### src/rtl/brm_pkg.sv
package brm_pkg;

  // Nametable mirroring codes driven on the mirror output.
  typedef enum logic [1:0] {
    MIR_VERT = 2'd0,
    MIR_HORZ = 2'd1,
    MIR_SCR0 = 2'd2,
    MIR_SCR1 = 2'd3
  } mirr_t;

  // Bit positions inside the mode registers that this block decodes.
  localparam int R3_NROM_BIT   = 0;
  localparam int R3_DISC_BIT   = 3;
  localparam int R3_SINGLE_BIT = 5;
  localparam int R1_PAD_BIT    = 0;
  localparam int R1_EXTMIR_BIT = 1;
  localparam int B6_SCREEN_BIT = 4;

endpackage

### src/rtl/brm_pad_ctr.sv
module brm_pad_ctr #(
  parameter int PAD_W = 2
) (
  input  logic             clk,
  input  logic             rst_n,
  input  logic             soft_rst,
  output logic [PAD_W-1:0] pad_q
);

  always_ff @(posedge clk or negedge rst_n) begin
    if (!rst_n)        pad_q <= '0;
    else if (soft_rst) pad_q <= pad_q + PAD_W'(1);
  end


  pad_step_chk: assert property (@(posedge clk) disable iff (!rst_n)
    soft_rst |=> pad_q == $past(pad_q) + PAD_W'(1));

endmodule

### src/rtl/brm_wr_route.sv
module brm_wr_route #(
  parameter int ADDR_W = 16,
  parameter int DATA_W = 8
) (
  input  logic              clk,
  input  logic              rst_n,
  input  logic              invert_strap,
  input  logic              mode_nrom,
  input  logic              mode_disc,
  input  logic [ADDR_W-1:0] in_addr,
  input  logic [DATA_W-1:0] in_data,
  input  logic              in_valid,
  output logic              in_ready,
  output logic              out_valid,
  input  logic              out_ready,
  output logic [ADDR_W-1:0] out_addr,
  output logic [DATA_W-1:0] out_data,
  output logic              out_irq
);

  localparam logic [ADDR_W-1:0] PORT_BASE = {1'b1, {(ADDR_W-1){1'b0}}};
  localparam int HI_BIT  = ADDR_W - 1;
  localparam int IRQ_BIT = ADDR_W - 2;

  logic in_hi;
  logic redir;
  logic redir_a0;

  assign in_hi    = in_addr[HI_BIT];
  assign redir    = mode_nrom & mode_disc;
  assign redir_a0 = mode_disc ? 1'b1 : in_addr[0];

  assign out_valid = in_valid & in_hi;
  assign in_ready  = in_hi ? out_ready : 1'b1;

  always_comb begin
    out_addr = in_addr;
    out_data = in_data;
    out_irq  = 1'b0;
    if (redir) begin
      out_addr = PORT_BASE | ADDR_W'(redir_a0);
    end else if (in_addr[IRQ_BIT]) begin
      out_irq  = 1'b1;
      out_data = in_data ^ {DATA_W{invert_strap}};
    end
  end


  low_addr_drop_chk: assert property (@(posedge clk) disable iff (!rst_n)
    (in_valid && !in_addr[HI_BIT]) |-> (!out_valid && in_ready));


  redirect_port_chk: assert property (@(posedge clk) disable iff (!rst_n)
    (out_valid && mode_nrom && mode_disc) |-> (out_addr == (PORT_BASE | ADDR_W'(1)) && !out_irq));


  irq_invert_chk: assert property (@(posedge clk) disable iff (!rst_n)
    (out_valid && out_irq && invert_strap) |-> (out_data == ~in_data));


  backpressure_chk: assert property (@(posedge clk) disable iff (!rst_n)
    (out_valid && !out_ready) |-> !in_ready);

endmodule

### src/rtl/brm_mirror_sel.sv
module brm_mirror_sel
  import brm_pkg::*;
(
  input  logic       clk,
  input  logic       rst_n,
  input  logic       upd,
  input  logic       single_en,
  input  logic       single_pick,
  input  logic       ext_en,
  input  logic [1:0] mreg,
  output mirr_t      mirror_q
);

  mirr_t mirror_d;

  always_comb begin
    if (single_en)   mirror_d = single_pick ? MIR_SCR1 : MIR_SCR0;
    else if (ext_en) mirror_d = mirr_t'(mreg);
    else             mirror_d = mreg[0] ? MIR_HORZ : MIR_VERT;
  end

  always_ff @(posedge clk or negedge rst_n) begin
    if (!rst_n)   mirror_q <= MIR_VERT;
    else if (upd) mirror_q <= mirror_d;
  end


  mirror_hold_chk: assert property (@(posedge clk) disable iff (!rst_n)
    !upd |=> $stable(mirror_q));


  single_screen_chk: assert property (@(posedge clk) disable iff (!rst_n)
    (upd && single_en) |=> mirror_q[1]);


  basic_mirror_chk: assert property (@(posedge clk) disable iff (!rst_n)
    (upd && !single_en && !ext_en) |=> !mirror_q[1]);

endmodule

### src/rtl/bus_redirect_mirror.sv
module bus_redirect_mirror
  import brm_pkg::*;
#(
  parameter int ADDR_W = 16,
  parameter int DATA_W = 8,
  parameter int REG_W  = 8,
  parameter int PAD_W  = 2
) (
  input  logic              clk,
  input  logic              rst_n,
  input  logic              soft_rst,
  input  logic              invert_strap,
  input  logic [REG_W-1:0]  reg1,
  input  logic [REG_W-1:0]  reg3,
  input  logic [REG_W-1:0]  bank6,
  input  logic [REG_W-1:0]  mirr_reg,
  input  logic              cfg_upd,
  input  logic [ADDR_W-1:0] cpu_addr,
  input  logic [DATA_W-1:0] cpu_wdata,
  input  logic              cpu_wr_valid,
  output logic              cpu_wr_ready,
  output logic              out_valid,
  input  logic              out_ready,
  output logic [ADDR_W-1:0] out_addr,
  output logic [DATA_W-1:0] out_data,
  output logic              out_irq,
  input  logic              cpu_rd,
  output logic [ADDR_W-1:0] rd_addr,
  output logic [1:0]        mirror
);

  logic [PAD_W-1:0] pad_q;
  logic             pad_sub;
  mirr_t            mirror_q;
  logic             unused_bits;

  assign unused_bits = ^{reg1, reg3, bank6, mirr_reg, pad_q};

  brm_pad_ctr #(.PAD_W(PAD_W)) u_pad (
    .clk      (clk),
    .rst_n    (rst_n),
    .soft_rst (soft_rst),
    .pad_q    (pad_q)
  );

  brm_wr_route #(.ADDR_W(ADDR_W), .DATA_W(DATA_W)) u_wr (
    .clk          (clk),
    .rst_n        (rst_n),
    .invert_strap (invert_strap),
    .mode_nrom    (reg3[R3_NROM_BIT]),
    .mode_disc    (reg3[R3_DISC_BIT]),
    .in_addr      (cpu_addr),
    .in_data      (cpu_wdata),
    .in_valid     (cpu_wr_valid),
    .in_ready     (cpu_wr_ready),
    .out_valid    (out_valid),
    .out_ready    (out_ready),
    .out_addr     (out_addr),
    .out_data     (out_data),
    .out_irq      (out_irq)
  );

  brm_mirror_sel u_mir (
    .clk         (clk),
    .rst_n       (rst_n),
    .upd         (cfg_upd),
    .single_en   (reg3[R3_SINGLE_BIT]),
    .single_pick (bank6[B6_SCREEN_BIT]),
    .ext_en      (reg1[R1_EXTMIR_BIT]),
    .mreg        (mirr_reg[1:0]),
    .mirror_q    (mirror_q)
  );

  assign mirror = mirror_q;

  // Read path: A0 substitution with the pad value.
  assign pad_sub = cpu_rd & reg1[R1_PAD_BIT] & cpu_addr[ADDR_W-1];
  assign rd_addr = pad_sub ? {cpu_addr[ADDR_W-1:1], pad_q[0]} : cpu_addr;


  rd_passthru_chk: assert property (@(posedge clk) disable iff (!rst_n)
    !cpu_rd |-> rd_addr == cpu_addr);


  rd_upper_bits_chk: assert property (@(posedge clk) disable iff (!rst_n)
    rd_addr[ADDR_W-1:1] == cpu_addr[ADDR_W-1:1]);

endmodule

### config.mk
export PLATFORM = sky130hd
export DESIGN_NAME = bus_redirect_mirror
export DESIGN_NICKNAME = d
export VERILOG_FILES = /design/src/rtl/brm_pkg.sv /design/src/rtl/brm_pad_ctr.sv /design/src/rtl/brm_wr_route.sv /design/src/rtl/brm_mirror_sel.sv /design/src/rtl/bus_redirect_mirror.sv
export SDC_FILE = /design/constraint.sdc
export NUM_CORES = 1
export LEC_CHECK = 0
export BUFFER_PORTS_ARGS = -buffer_cell sky130_fd_sc_hd__buf_2
export CAP_MARGIN = 30
export CORE_MARGIN = 5
export CORE_UTILIZATION = 23
export CTS_BUF_LIST = sky130_fd_sc_hd__clkbuf_2
export DETAILED_ROUTE_END_ITERATION = 12
export GPL_ROUTABILITY_DRIVEN = 0
export PLACE_DENSITY = 0.88
export SLEW_MARGIN = 5
export SYNTH_ARGS = -nofsm -noshare
export SYNTH_HDL_FRONTEND = slang
export SYNTH_SLANG_ARGS = --single-unit
### constraint.sdc
create_clock -name clk -period 0.8 [get_ports clk]
set_input_delay 0.12 -clock clk [delete_from_list [all_inputs] [get_ports clk]]
set_output_delay 0.12 -clock clk [all_outputs]
set_load 0.01 [all_outputs]
==> impl_metrics.toml, run 1 <==
[grt]
grt_pass1_wl_microns = 2670
grt_max_degree = 9
grt_pass1_vias = 652
antenna_found_initial = 0
track_usage = 0.105
overflow = 0

[status]
violations = "negative setup slack"
run_status = "complete, but fails checks"

[setup_path]
ff2ff_setup_slack_ps = 40
cp-end-kind = "output port"
cp_max_fo = 2
arrival_ps = 990
r2r-start = "u_pad.pad_q[0]"
critPathTopFamily = "flip-flops"
crit_slowest_cell = "dfrtp_1"
cp.required_ps = 680
crit_chain = "mux2_2, buf_6"
r2r_cells = 2
reg2reg_to = "u_pad.pad_q[0]"
slowest_delay_ps = 370
path_buf_inv = 1
critical_path_class = "register to output port"
cp-start-kind = "register"

[placed_design]
dp.cells = 155
place_area_sq_um = 837
portBuffers = 84

[timing]
finalCritPeriodShare = 1.39
setup_viol = 21
max_freq_ghz = 0.899
final_max_slew_viol_count = 0
hold_viol_final = 0
worstMarginPinSlew_ps = 231
slew_headroom = 0.846
skew_ps = 0
finalWorstSetupSlack_ps = -313
whs_ps = 67.3
rsz0062_at_grt = "true"
min_period_ps = 1110

[min_path]
min_from = "soft_rst"
hold_path_class = "input port to register"
holdPathStages = 2
hold_end = "u_pad.pad_q[0]"

[synthesis]
avgSynthCellArea_sq_um = 8.49
syn-cell-area_sq_um = 484
ys_types = 15
synth_cells = 57
ys_ff_latch = 3
synth_fp_nets = 121
ys_seq_area_frac = 0.155
yosysWarnings = 0

[floorplan]
core_sq_um = 1980
die_x_microns = 55.9
dieArea_sq_um = 3120
io_pins = 109
initial_utilization = 0.244
num_rows = 16
dieHeight_microns = 55.9

[finish]
insertedDiodeCount = 0
area_growth_pct = 135
fin_util = 0.573
drive_gt1_frac = 0.870
layout.nets = 203
design_area_sq_um = 1140
instances_no_fill = 165

[detailed_routing]
drt_iter0_markers = 5
finalWirelength_microns = 2000
viasPerCell = 4.07
first_pass_iters = 2
routedWlPerCell_microns = 12.1
num_vias = 671
drc = 0
antenna_left = 0

[clock_tree]
htree_levels = 1
cts_root_buffer = "clkbuf_2"
cts.sinks = 3
cts_buffers = 3
clk_pin_slew_ps = 60
clk_path_buf_depth = 2
clock_latency_ps = 230
tritoncts = "built"

[pwr]
power_mw = 1.19
p_per_area_nw_per_um2 = 1050
ir_drop_v = 0.000865
p_leak_nw = 0.649

[run]
drv_cap = 0
## placed cells by master, fill, tap and decap left out
| cell type | netlist | layout |
|---|---|---|
| or2b_1 | 3 | 3 |
| nand3_1 | 1 | 1 |
| clkbuf_2 | 0 | 4 |
| xnor2_2 | 0 | 7 |
| dlygate4sd3_1 | 0 | 1 |
| buf_8 | 0 | 2 |
| buf_6 | 1 | 22 |
| mux2_2 | 1 | 1 |
| and2_4 | 0 | 13 |
| xor2_1 | 1 | 1 |
| buf_4 | 16 | 3 |
| nand2_8 | 0 | 1 |
| buf_2 | 0 | 66 |
| and2_1 | 11 | 2 |
| nor2_1 | 2 | 2 |
| xnor2_1 | 8 | 1 |
| dfrtp_1 | 3 | 3 |
| a21oi_1 | 3 | 3 |
| nand3_4 | 1 | 1 |
| mux2i_1 | 1 | 1 |
## layout make-up
class	instances	area, sq um
fillers	170	846
repair buffers	94	641
multi-input cells	37	367
flip-flops and latches	3	75.1
well taps	27	33.8
clock buffers	4	20.0
## per-stage QoR
stage          TNS, ps  setup slack (ps)
2_1_floorplan        0              35.6
3_3_place_gp     -2040              -135
3_5_place_dp     -2280              -167
4_1_cts          -1740              -297
5_1_grt          -3040              -329
6_report         -2380              -313
## registers in the layout, summed over array words and instances (netlist names)
name            count
u_mir.mirror_q      2
u_pad.pad_q         1
## cells in the mapped netlist
master | n | area [sq um]
xor2_1 | 1 | 8.76
or2b_1 | 3 | 22.5
a21oi_1 | 3 | 15.0
buf_6 | 1 | 11.3
xnor2_1 | 8 | 70.1
mux2_2 | 1 | 11.3
buf_4 | 16 | 120
nand3_1 | 1 | 5.00
nand2_4 | 1 | 11.3
dfrtp_1 | 3 | 75.1
mux2i_1 | 1 | 10.0
and2_1 | 11 | 68.8
nor2_1 | 2 | 7.51
and2_2 | 4 | 30.0
nand3_4 | 1 | 17.5
## what timing repair did
item                                    4_1_cts  5_1_grt
gates resized for setup                      27       22
hold buffers                                  1        0
buffers inserted                              3        3
pin swaps                                     8       10
hold endpoints to repair                      3        0
endpoints found under the setup margin       27       29
cloned                                        1        0
## report_power, final
group | switching, mW | internal, mW
Combinational | 0.303 | 0.451
Sequential | 0.0172 | 0.188
Clock | 0.0989 | 0.132
Total | 0.419 | 0.771
## how the worst max path moves through the flow
stage | startpoint | slack (ps) | end | cells after the start
2_1_floorplan | u_pad.pad_q[0] | 40 | rd_addr[0] | 1
3_3_place_gp | reg3[0] | -130 | out_data[1] | 5
3_5_place_dp | reg3[0] | -170 | out_data[3] | 5
4_1_cts | u_pad.pad_q[0] | -300 | rd_addr[0] | 2
5_1_grt | u_pad.pad_q[0] | -330 | rd_addr[0] | 2
6_report | u_pad.pad_q[0] | -310 | rd_addr[0] | 2
## per-layer routing
metal,wire [microns],share of wire,global-route usage,up-vias
met1,596,0.30,0.0865,292
met2,1100,0.55,0.215,52
met4,25,0.012,0.0508,0
met5,0,0,0,-
met3,283,0.14,0.0371,2
li1,-,-,-,325
## logic make-up after synthesis
| logic type | after synthesis | synth area share |
|---|---|---|
| buffers and inverters | 17 | 0.271 |
| flip-flops | 3 | 0.155 |
| AO/OA/AOI/OAI | 3 | 0.0310 |
| multiplexers | 2 | 0.0439 |
| XOR/XNOR | 9 | 0.163 |
| AND/OR/NAND/NOR | 23 | 0.336 |
No activity file was read; power rests on OpenSTA's default activity.
==> inputs of run 2 (changes only) <==
--- a/config.mk
+++ b/config.mk
@@ -8,11 +8,11 @@
 export BUFFER_PORTS_ARGS = -buffer_cell sky130_fd_sc_hd__buf_2
 export CAP_MARGIN = 30
 export CORE_MARGIN = 5
-export CORE_UTILIZATION = 23
+export CORE_UTILIZATION = 21
 export CTS_BUF_LIST = sky130_fd_sc_hd__clkbuf_2
 export DETAILED_ROUTE_END_ITERATION = 12
 export GPL_ROUTABILITY_DRIVEN = 0
-export PLACE_DENSITY = 0.88
+export PLACE_DENSITY = 0.85
 export SLEW_MARGIN = 5
 export SYNTH_ARGS = -nofsm -noshare
 export SYNTH_HDL_FRONTEND = slang
==> constraint.sdc (replaced) <==
create_clock -name clk -period 1 [get_ports clk]
set_input_delay 0.15 -clock clk [delete_from_list [all_inputs] [get_ports clk]]
set_output_delay 0.15 -clock clk [all_outputs]
set_load 0.01 [all_outputs]
==> run 2 against run 1 <==
Largest power group unchanged. Worst hold slack improved by 56 ps. Critical endpoint unchanged. The run still ends with negative setup slack left. Routed wire length fell by 7.0%. Critical path type unchanged. Critical path depth stayed put.
==> impl_metrics.toml, run 2 (synthesis results as in run 1) <==
[clock_tree]
clock_latency_ps = 210
clk_path_buf_depth = 2
tritoncts = "built"
cts_root_buffer = "clkbuf_2"
clk_pin_slew_ps = 40
cts.sinks = 3
cts_buffers = 3
htree_levels = 1

[finish]
drive_gt1_frac = 0.788
design_area_sq_um = 980
final_cell_mix = "81 x buf_2, 11 x and2_1, 7 x buf_4"
reg_top3 = "u_mir.mirror_q: 2 flops, u_pad.pad_q: 1 flops"
register_area_sq_um = 75.1
n_fill_cell = 221
insertedDiodeCount = 0
area_growth_pct = 102
top_register = "u_mir.mirror_q"
final_common_cell = "buf_2"
layout.nets = 202
multi_input_area_sq_um = 335
largest_register_ffs = 2

[timing]
min_period_ps = 1140
finalCritPeriodShare = 1.14
finalWorstSetupSlack_ps = -138
hold_viol_final = 0
rsz0062_at_grt = "true"
final_max_slew_viol_count = 0
slew_headroom = 0.861
setup_tns_ps = -158
worstMarginPinSlew_ps = 209
skew_ps = 0
setup_viol = 3
whs_ps = 123
max_freq_ghz = 0.879

[grt]
antenna_found_initial = 0
grt_max_degree = 9
grt_pass1_vias = 630
overflow = 0
track_usage = 0.101
grt_pass1_wl_microns = 2610

[pwr]
p_per_area_nw_per_um2 = 864
power_mw = 0.847
p_leak_nw = 0.576
ir_drop_v = 0.000604

[run]
drv_cap = 0

[setup_path]
cp-start-kind = "register"
slowest_delay_ps = 380
cp_max_fo = 2
path_buf_inv = 1
cp.required_ps = 850
crit_chain = "mux2_2, buf_6"
critical_path_class = "register to output port"
crit_slowest_cell = "dfrtp_1"
arrival_ps = 990
critPathTopFamily = "flip-flops"
cp-end-kind = "output port"

[floorplan]
initial_utilization = 0.219
num_rows = 17
die_x_microns = 58.0
core_sq_um = 2210
io_pins = 109
dieHeight_microns = 58.0
dieArea_sq_um = 3370

[status]
violations = "negative setup slack"
run_status = "complete, but fails checks"

[detailed_routing]
drc = 0
antenna_left = 0
finalWirelength_microns = 1860
viasPerCell = 4.04
first_pass_iters = 3
routedWlPerCell_microns = 11.3
drt_iter0_markers = 5
num_vias = 666

[min_path]
hold_path_class = "input port to register"

[placed_design]
portBuffers = 84
place_hpwl_microns = 1480
place_area_sq_um = 816
run 2: cell types whose count changed in the layout (fill, tap and decap cells not counted), sizes merged:
cell and change:
buf -2, nand2 +1
run 2: worst register-to-register path: stages (launching register included):
cell	delay [ps]
dfrtp_1	380
buf_4	140
xor2_1	150
run 2: final timing paths:
path | startpoint | endpoint | slack [ps] | cells after the start
max in group asynchronous | rst_n | u_mir.mirror_q[1] | 640 | 2
min in group asynchronous | rst_n | u_pad.pad_q[0] | 250 | 2
max | u_pad.pad_q[0] | rd_addr[0] | -140 | 2
min | soft_rst | u_pad.pad_q[0] | 120 | 2
max reg2reg | u_pad.pad_q[0] | u_pad.pad_q[0] | 220 | 2
min reg2reg | u_mir.mirror_q[1] | u_mir.mirror_q[1] | 520 | 2
run 2: metal layers:
metal	up-vias	GRT usage	routed length, microns	part of all wire
li1	324	-	-	-
met1	279	0.103	622	0.33
met2	59	0.184	901	0.48
met3	4	0.0245	304	0.16
met4	0	0.0596	34	0.018
met5	-	0	0	0
run 2: final cells by class:
class                           count  area share
Clock buffer                        4      0.0204
Timing Repair Buffer               92       0.525
Tap cell                           28      0.0358
Sequential cell                     3      0.0766
Multi-Input combinational cell     38       0.342
run 2: power breakdown:
group	switching (mW)	internal, mW
combinational	0.224	0.279
clock	0.0707	0.105
sequential	0.0165	0.151
total	0.311	0.536
run 2: repair_timing:
item | CTS | global route
resized for setup | 8 | 6
endpoints found under the setup margin | 9 | 9
pin swaps | 3 | 3
gates cloned | 1 | 0
endpoints found under the hold margin | 3 | 0
setup buffers | 3 | 3
hold buffers | 1 | 0
run 2: stage by stage:
stage / setup WS (ps) / instances / util
finish: -138 / 165 / 0.443
CTS: -124 / 162 / 0.417
floorplan: 187 / 57 / -
global placement: -54.2 / 153 / 0.369
detailed placement: -73.2 / 153 / 0.369
global route: -162 / 165 / 0.443
